`config.mk`:
```
export PLATFORM = sky130hd
export DESIGN_NAME = segbus_unit
export DESIGN_NICKNAME = d
export VERILOG_FILES = /design/src/rtl/segbus_pkg.sv /design/src/rtl/segbus_addr_gen.sv /design/src/rtl/segbus_lane_steer.sv /design/src/rtl/segbus_seq.sv /design/src/rtl/segbus_unit.sv
export SDC_FILE = /design/constraint.sdc
export NUM_CORES = 1
export LEC_CHECK = 0
export BUFFER_PORTS_ARGS = -buffer_cell sky130_fd_sc_hd__clkbuf_2
export CORE_UTILIZATION = 46
export CTS_BUF_LIST = sky130_fd_sc_hd__clkbuf_16
export CTS_CLUSTER_DIAMETER = 80
export DETAILED_ROUTE_END_ITERATION = 10
export GPL_TIMING_DRIVEN = 0
export PLACE_DENSITY_LB_ADDON = 0.1
export SLEW_MARGIN = 20
export SYNTH_ARGS = -nofsm -noshare
export SYNTH_HDL_FRONTEND = slang
export SYNTH_SLANG_ARGS = --single-unit
```
`constraint.sdc`:
```
create_clock -name clk -period 2.1 [get_ports clk]
set_input_delay 0 -clock clk [delete_from_list [all_inputs] [get_ports clk]]
set_output_delay 0 -clock clk [all_outputs]
set_load 0.01 [all_outputs]
```
`src/rtl/segbus_pkg.sv`:
```
package segbus_pkg;

    localparam int SEG_W   = 16;
    localparam int OFF_W   = 16;
    localparam int SHIFT   = 4;
    localparam int PA_W    = 20;
    localparam int BYTE_W  = 8;
    localparam int LANES   = 2;
    localparam int DATA_W  = BYTE_W * LANES;

    typedef logic [PA_W-1:0]   paddr_t;
    typedef logic [DATA_W-1:0] dword_t;
    typedef logic [BYTE_W-1:0] byte_t;
    typedef logic [LANES-1:0]  lane_en_t;

    // Shape of a transfer, decided by size and low address bit
    typedef enum logic [1:0] {
        KIND_BYTE_LO    = 2'd0,
        KIND_BYTE_HI    = 2'd1,
        KIND_WORD_AL    = 2'd2,
        KIND_WORD_SPLIT = 2'd3
    } kind_t;

    typedef enum logic [1:0] {
        ST_IDLE   = 2'd0,
        ST_FIRST  = 2'd1,
        ST_SECOND = 2'd2,
        ST_LAST   = 2'd3
    } state_t;

    typedef struct packed {
        logic   write;
        logic   word;
        paddr_t addr;
        dword_t wdata;
    } xfer_t;

    function automatic kind_t kind_of(input logic word, input logic a0);
        if (word) return a0 ? KIND_WORD_SPLIT : KIND_WORD_AL;
        return a0 ? KIND_BYTE_HI : KIND_BYTE_LO;
    endfunction

endpackage

```
`src/rtl/segbus_addr_gen.sv`:
```
module segbus_addr_gen #(
    parameter int SEG_W = 16,
    parameter int OFF_W = 16,
    parameter int SHIFT = 4,
    parameter int PA_W  = 20
) (
    input  logic [SEG_W-1:0] seg,
    input  logic [OFF_W-1:0] off,
    output logic [PA_W-1:0]  paddr
);
    localparam int SUM_W = PA_W + 1;

    logic [PA_W-1:0]  seg_base;
    logic [SUM_W-1:0] sum;

    assign seg_base = PA_W'({seg, {SHIFT{1'b0}}});
    assign sum      = {1'b0, seg_base} + SUM_W'(off);
    // carry out of the top bit is dropped: address wraps
    assign paddr    = sum[PA_W-1:0];

    always_comb begin

        low_bits_pass_chk: assert (paddr[SHIFT-1:0] == off[SHIFT-1:0]);
    end

endmodule

```
`src/rtl/segbus_lane_steer.sv`:
```
module segbus_lane_steer
    import segbus_pkg::*;
(
    input  kind_t    kind,
    input  logic     second,
    input  dword_t   wdata,
    input  dword_t   rdata,
    input  byte_t    held_lo,
    output lane_en_t be,
    output dword_t   lane_wdata,
    output dword_t   rd_word
);
    always_comb begin
        be         = '0;
        lane_wdata = '0;
        rd_word    = '0;
        case (kind)
            KIND_BYTE_LO: begin
                be         = 2'b01;
                lane_wdata = {{BYTE_W{1'b0}}, wdata[BYTE_W-1:0]};
                rd_word    = {{BYTE_W{1'b0}}, rdata[BYTE_W-1:0]};
            end
            KIND_BYTE_HI: begin
                be         = 2'b10;
                lane_wdata = {wdata[BYTE_W-1:0], {BYTE_W{1'b0}}};
                rd_word    = {{BYTE_W{1'b0}}, rdata[DATA_W-1:BYTE_W]};
            end
            KIND_WORD_AL: begin
                be         = 2'b11;
                lane_wdata = wdata;
                rd_word    = rdata;
            end
            default: begin
                if (second) begin
                    be         = 2'b01;
                    lane_wdata = {{BYTE_W{1'b0}}, wdata[DATA_W-1:BYTE_W]};
                end else begin
                    be         = 2'b10;
                    lane_wdata = {wdata[BYTE_W-1:0], {BYTE_W{1'b0}}};
                end
                rd_word = {rdata[BYTE_W-1:0], held_lo};
            end
        endcase
    end

    always_comb begin

        lane_enable_nonzero_chk: assert (be != '0);
    end

endmodule

```
`src/rtl/segbus_seq.sv`:
```
module segbus_seq
    import segbus_pkg::*;
(
    input  logic   clk,
    input  logic   rst,
    input  logic   req_valid,
    input  logic   req_write,
    input  logic   req_word,
    input  paddr_t req_paddr,
    input  dword_t req_wdata,
    input  byte_t  rdata_hi,
    output logic   ready,
    output logic   issue,
    output logic   second,
    output logic   done,
    output logic   we,
    output paddr_t addr,
    output kind_t  kind,
    output dword_t wdata,
    output byte_t  held_lo
);
    state_t state, state_nx;
    xfer_t  cur;

    assign kind = kind_of(cur.word, cur.addr[0]);

    always_comb begin
        state_nx = state;
        case (state)
            ST_IDLE:   if (req_valid) state_nx = ST_FIRST;
            ST_FIRST:  state_nx = (kind == KIND_WORD_SPLIT) ? ST_SECOND : ST_LAST;
            ST_SECOND: state_nx = ST_LAST;
            default:   state_nx = ST_IDLE;
        endcase
    end

    always_ff @(posedge clk) begin
        if (rst) begin
            state   <= ST_IDLE;
            cur     <= '0;
            held_lo <= '0;
        end else begin
            state <= state_nx;
            if (state == ST_IDLE && req_valid) begin
                cur.write <= req_write;
                cur.word  <= req_word;
                cur.addr  <= req_paddr;
                cur.wdata <= req_wdata;
            end
            if (state == ST_SECOND) held_lo <= rdata_hi;
        end
    end

    assign ready  = (state == ST_IDLE);
    assign issue  = (state == ST_FIRST) || (state == ST_SECOND);
    assign second = (state == ST_SECOND);
    assign done   = (state == ST_LAST);
    assign we     = issue && cur.write;
    assign addr   = second ? cur.addr + 1'b1 : cur.addr;
    assign wdata  = cur.wdata;


    done_follows_issue_chk: assert property (@(posedge clk) disable iff (rst)
        done |-> $past(issue));

    done_single_pulse_chk: assert property (@(posedge clk) disable iff (rst)
        done |=> !done);

    accept_starts_cycle_chk: assert property (@(posedge clk) disable iff (rst)
        (ready && req_valid) |=> (issue && !ready));

    busy_not_ready_chk: assert property (@(posedge clk) disable iff (rst)
        issue |-> !ready);

endmodule

```
`src/rtl/segbus_unit.sv`:
```
module segbus_unit
    import segbus_pkg::*;
(
    input  logic        clk,
    input  logic        rst,
    input  logic        req_valid,
    output logic        req_ready,
    input  logic        req_write,
    input  logic        req_word,
    input  logic [15:0] req_seg,
    input  logic [15:0] req_off,
    input  logic [15:0] req_wdata,
    output logic        done,
    output logic [15:0] rd_data,
    output logic        mem_en,
    output logic        mem_we,
    output logic [19:0] mem_addr,
    output logic [1:0]  mem_be,
    output logic [15:0] mem_wdata,
    input  logic [15:0] mem_rdata
);
    paddr_t   req_paddr;
    logic     issue, second, we_int;
    paddr_t   cyc_addr;
    kind_t    kind;
    dword_t   cur_wdata, lane_wdata, rd_word;
    byte_t    held_lo;
    lane_en_t be;

    segbus_addr_gen #(
        .SEG_W (SEG_W),
        .OFF_W (OFF_W),
        .SHIFT (SHIFT),
        .PA_W  (PA_W)
    ) u_addr (
        .seg   (req_seg),
        .off   (req_off),
        .paddr (req_paddr)
    );

    segbus_seq u_seq (
        .clk       (clk),
        .rst       (rst),
        .req_valid (req_valid),
        .req_write (req_write),
        .req_word  (req_word),
        .req_paddr (req_paddr),
        .req_wdata (req_wdata),
        .rdata_hi  (mem_rdata[DATA_W-1:BYTE_W]),
        .ready     (req_ready),
        .issue     (issue),
        .second    (second),
        .done      (done),
        .we        (we_int),
        .addr      (cyc_addr),
        .kind      (kind),
        .wdata     (cur_wdata),
        .held_lo   (held_lo)
    );

    segbus_lane_steer u_steer (
        .kind       (kind),
        .second     (second),
        .wdata      (cur_wdata),
        .rdata      (mem_rdata),
        .held_lo    (held_lo),
        .be         (be),
        .lane_wdata (lane_wdata),
        .rd_word    (rd_word)
    );

    assign mem_en    = issue;
    assign mem_we    = we_int;
    assign mem_addr  = cyc_addr;
    assign mem_be    = issue ? be : '0;
    assign mem_wdata = we_int ? lane_wdata : '0;
    assign rd_data   = done ? rd_word : '0;


    split_addr_step_chk: assert property (@(posedge clk) disable iff (rst)
        (mem_en && $past(mem_en)) |-> (mem_addr == $past(mem_addr) + 1'b1));

    split_lane_order_chk: assert property (@(posedge clk) disable iff (rst)
        (mem_en && $past(mem_en)) |-> (mem_be == 2'b01 && $past(mem_be) == 2'b10));

    dir_steady_chk: assert property (@(posedge clk) disable iff (rst)
        (mem_en && $past(mem_en)) |-> $stable(mem_we));

    split_first_odd_chk: assert property (@(posedge clk) disable iff (rst)
        (mem_en && !$past(mem_en) && mem_be == 2'b10) |-> mem_addr[0]);

endmodule

```
# ---- Yosys cells after proc, flatten, opt, wreduce, memory -nomap -nowiden
# Index checks and enable logic that the tools add are counted.
dict set report totals {
  register_bits 48
  output_inout_bits 58
  word_cells 37
}
dict set report classes {
  addsub 2
  eq_ne 7
  mux 17
  reduce_logical 5
}
# cell count
set ops {}
lappend ops {{16-bit case mux with 3 select lines} 2}
lappend ops {{16-bit two-way mux} 3}
lappend ops {{20-bit by 1-bit adder with 20-bit output, second input constant} 1}
lappend ops {{20-bit by 16-bit adder with 20-bit output} 1}
lappend ops {{20-bit two-way mux} 1}
lappend ops {{2-bit case mux with 3 select lines} 2}
lappend ops {{2-bit two-way mux} 5}
lappend ops {{2-bit == test, second input constant} 4}
lappend ops {{2-bit by 1-bit == test with 1-bit output, second input constant} 2}
lappend ops {{2-bit logical NOT} 2}
lappend ops {{1-bit two-way mux} 4}
lappend ops {{1-bit logical AND} 2}
lappend ops {{2-bit != test, second input constant} 1}
lappend ops {{1-bit logical OR} 1}

# ---- Longest topological paths before layout
dict set report depth {
  word_depth 6
  mapped_depth 8
  ltp_nobuf 7
}

# ---- Cells and area by module
# From an unflattened synthesis, not the netlist that was laid out.
dict set report unflattened {
  hier_cells 522
  area_unflattened_um2 3946.3
}
# mod n_inst cells_per_inst area_per_inst_um2 seq_area_each_um2
set modules_own_cells {}
lappend modules_own_cells {segbus_seq 1 282 2272.2 960.9}
lappend modules_own_cells {segbus_addr_gen 1 108 820.8 0.0}
lappend modules_own_cells {segbus_lane_steer 1 96 585.6 0.0}
lappend modules_own_cells {segbus_unit 1 36 267.8 0.0}

# ---- Worst setup path after synthesis
# OpenSTA, ideal clock, no wires.
dict set report synth_timing {
  path_kind {input port to flip-flop}
  startpoint {input req_seg[0]}
  endpoint {register u_seq.cur[32] (netlist name)}
  setup_time_ps 62
  t_arrival_ps 1700
  required_ps 2038
  path_slack_ps 338
  path_stages 7
  cell_sequence {ha_1 > fa_1 > a21oi_1 > o211ai_1 > and3b_1 > or4_1 > nand3_1}
}
dict set report synth_between {
  elab_chain_len 1
}
# element line_no
set synth_lines {}
lappend synth_lines {{start: declaration} segbus_unit.sv:10} ;# input logic [15:0] req_seg,
lappend synth_lines {{20-bit by 16-bit adder with 20-bit output} segbus_addr_gen.sv:17} ;# assign sum = {1'b0, seg_base} + SUM_W'(off);
lappend synth_lines {{end: declaration} segbus_seq.sv:23} ;# xfer_t cur;
# No other way between the ends.
# A chain may end at the register's enable or synchronous reset.

# ---- Final worst setup path
dict set report layout_timing {
  startpoint {register u_seq.state[0]}
  endpoint {output mem_addr[12]}
}
dict set report layout_between {
  elab_chain_len 2
}
# element line_no
set layout_lines {}
lappend layout_lines {{start: declaration} segbus_seq.sv:22} ;# state_t state, state_nx;
lappend layout_lines {{start signal: assignment} segbus_seq.sv:43} ;# state <= state_nx;
lappend layout_lines {{2-bit == test} segbus_seq.sv:56} ;# assign second = (state == ST_SECOND);
lappend layout_lines {{20-bit two-way mux} segbus_seq.sv:59} ;# assign addr = second ? cur.addr + 1'b1 : cur.addr;
lappend layout_lines {{end: declaration} segbus_unit.sv:17} ;# output logic [19:0] mem_addr,
# No other way between the ends.

==> results.txt <==
Port Buffers = 126
Cell chain of the critical path = inv_1, ha_2, nand4_1, nor2_4, nand2_1, nor2_1, xor2_1, clkbuf_2
Max Slew Vio Count = 0
Final layout net count = 734
Final core utilization = 66.14%
Vias per cell = 5.369
Status = completed
Initial Utilization = 48.11%
Adder-Cell Fraction of Synth Area = 8.017%
Commonest non-fill, non-tap cell in the layout = clkbuf_2
Post-synth EDFFs = 0
Post-synthesis simple-gate area fraction = 30.08%
Max H-tree Level = 2
Power per Cell Area = 833.9 mW/mm^2
Tightest Hold Check Type = in2reg
WL per Instance = 14.43 microns
Post-Syn Instances = 481
Maximum clock frequency = 0.5016 GHz
CTS Buf Count = 5
Fin. Hold Viols = 0
Core outline area = 0.007331 sq mm
Root Buffer = clkbuf_16
Critical Path Sink Type = output port
Library cells used by synthesis = 56
Clk buf depth = 2
Max-Cap Viols = 0
Clock Skews = 0.008171 ns
Multiplexer share of the synthesized area = 3.157%
Crit-path max cell delay = 0.34 ns
Peak VDD IR = 0.0004306 V
GRT Total Usage = 26.22%
First-pass GRT wire length = 16350 microns
Drt total wl = 10720 microns
Lkg Pwr = 2.161 nW
Detailed-route via count = 3989
GR Overflow Total = 0
Most frequent cells in the layout = 136 x clkbuf_2, 95 x nand2_1, 48 x nor2_1
Clock transition time at the flip-flop clock pins of the worst setup and hold paths = 0.06 ns
Ys flop type = dfxtp_1
Clock sink count = 48
Max-slew headroom = 59.27%
Worst Max-Slew Pin Slew = 0.6110 ns
CP Launch Type = flip-flop
Crit-path slowest cell = dfxtp_1
Inserted Diodes = 0
Hold WS = 0.002905 ns
Cell area after synthesis = 0.003527 sq mm
Fin crit share = 94.93%
Layout Area Growth over Synthesis = 37.46%
FILL cells = 668
Crit path DAT = 1.99 ns
Final Cell Area = 0.004848 sq mm
Main combinational cell family by area after synthesis = simple AND/OR/NAND/NOR gates
Syn avg cell area = 7.333 sq um
Initial antenna violation count = 0
Area of the die = 0.008022 sq mm
Synth Area in Compound Gates = 20.86%
Std cell rows = 31
Total I/O pin count = 127
Post-synthesis async set-or-reset flop share = 0%
Die height = 89.57 microns
Syn_nets = 572
Setup CP Type = reg2out
Proportion of layout cells with a drive suffix above 1 = 27.02%
Placer Congestion = 0.8401
XOR/XNOR share of the synthesized area = 6.208%
Seq cells post-synth = 48
Placed cell area = 0.004282 sq mm
Finish-stage setup viols = 0
DRT Pass-1 Iters = 4
Die W = 89.57 microns
ANT nets after route = 0
Detailed Route Iter0 Violations = 115
Critical path required time = 2.10 ns
Post-DP HPWL = 7804 microns
DR DRC count = 0
Worst skew pair latency = 0.29 ns
CP max FO = 5
Pin count of the biggest net entering global routing = 15
Vias in the first global route = 3690
Syn. warnings = 0
Final Critical Period = 1.994 ns
Part of the Yosys area used for sequential elements = 27.24%
TritonCTS clock tree = yes
## final cells by class
type,count,area (sq um),area share [%]
buffer,27,141.4,2.916
clock buffer,5,125.1,2.581
clock inverter,3,38.79,0.8000
inverter,12,45.04,0.9290
multi-input combinational,392,2479,51.12
sequential,48,964.7,19.90
tap,99,123.9,2.555
timing repair buffer,157,930.9,19.20
## cells in the mapped netlist, drive strengths merged, types with 10 or more instances
library cell  count  area share, %
nand3            12            1.7
dfxtp            48             27
and2             10            1.8
inv              12            1.3
a21oi            38            5.6
nor3b            10            2.1
clkbuf           20            2.1
nor2             52            5.5
xor2             12            3.0
nor2b            10            1.8
o21ai            16            2.4
ha               21            7.4
xnor2            13            3.2
mux2i            10            2.8
nand2            95             10
## final timing paths
path | start | end | slack, ns | depth (start not counted)
setup / recovery | u_seq.state[0]$_SDFFE_PP0P_ | mem_addr[12] | 0.11 | 8
hold / removal | mem_rdata[10] | u_seq.held_lo[2]$_SDFFE_PP0P_ | 0.003 | 3
hold reg to reg | u_seq.cur[37]$_SDFFE_PP0P_ | u_seq.cur[37]$_SDFFE_PP0P_ | 0.45 | 2
setup reg to reg | u_seq.state[0]$_SDFFE_PP0P_ | u_seq.wdata[5]$_SDFFE_PP0P_ | 0.14 | 7
## flip-flops by register name (all words and copies together), names as in the netlist
register	flops
u_seq.wdata	16
u_seq.cur	22
u_seq.state	2
u_seq.held_lo	8
## power by group
group	switching (mW)	leakage [nW]	internal, mW
Combinational	1.09	1.68	0.754
Sequential	0.184	0.394	1.12
Clock	0.340	0.0850	0.556
## critical path: cells and delay by family (launching register included)
kind,cells,cell delay (ns)
flip-flops,1,0.34
buffers and inverters,2,0.26
AND/OR/NAND/NOR,4,0.67
XOR/XNOR,1,0.21
adder cells (fa/ha/maj),1,0.22
## layer usage
metal  share of wire [%]  track usage (%)
met3                 4.6            3.970
met1                  42            29.02
met2                  51            49.93
met5                   0                0
met4                 1.9            9.957
## logic make-up (layout without fill, tap and decap cells)
logic type,count (synthesis),count (layout)
AND/OR/NAND/NOR,225,225
AO/OA/AOI/OAI,109,109
flip-flops,48,48
buffers and inverters,41,204
XOR/XNOR,25,25
adder cells (fa/ha/maj),22,22
multiplexers,11,11
## timing repair
action                                 4_1_cts  5_1_grt
setup buffers                                0        4
gates resized for setup                     16       32
hold buffers                                27        0
endpoints found under the hold margin       27        0
setup endpoints to repair                   39       50
pin swaps                                    0        5
## stage by stage
stage / power, mW / TNS (ns) / setup WS, ns / std cells
floorplan: 2.449 / 0 / 0.3377 / 481
global placement: 3.012 / -1.767 / -0.2378 / 706
detailed placement: 3.050 / -2.088 / -0.2786 / 706
CTS: 4.008 / 0 / 0.005641 / 741
global route: 4.310 / -0.01435 / -0.01327 / 743
finish: 4.043 / 0 / 0.1065 / 743
Note: power is estimated with default switching activity, not from simulation.
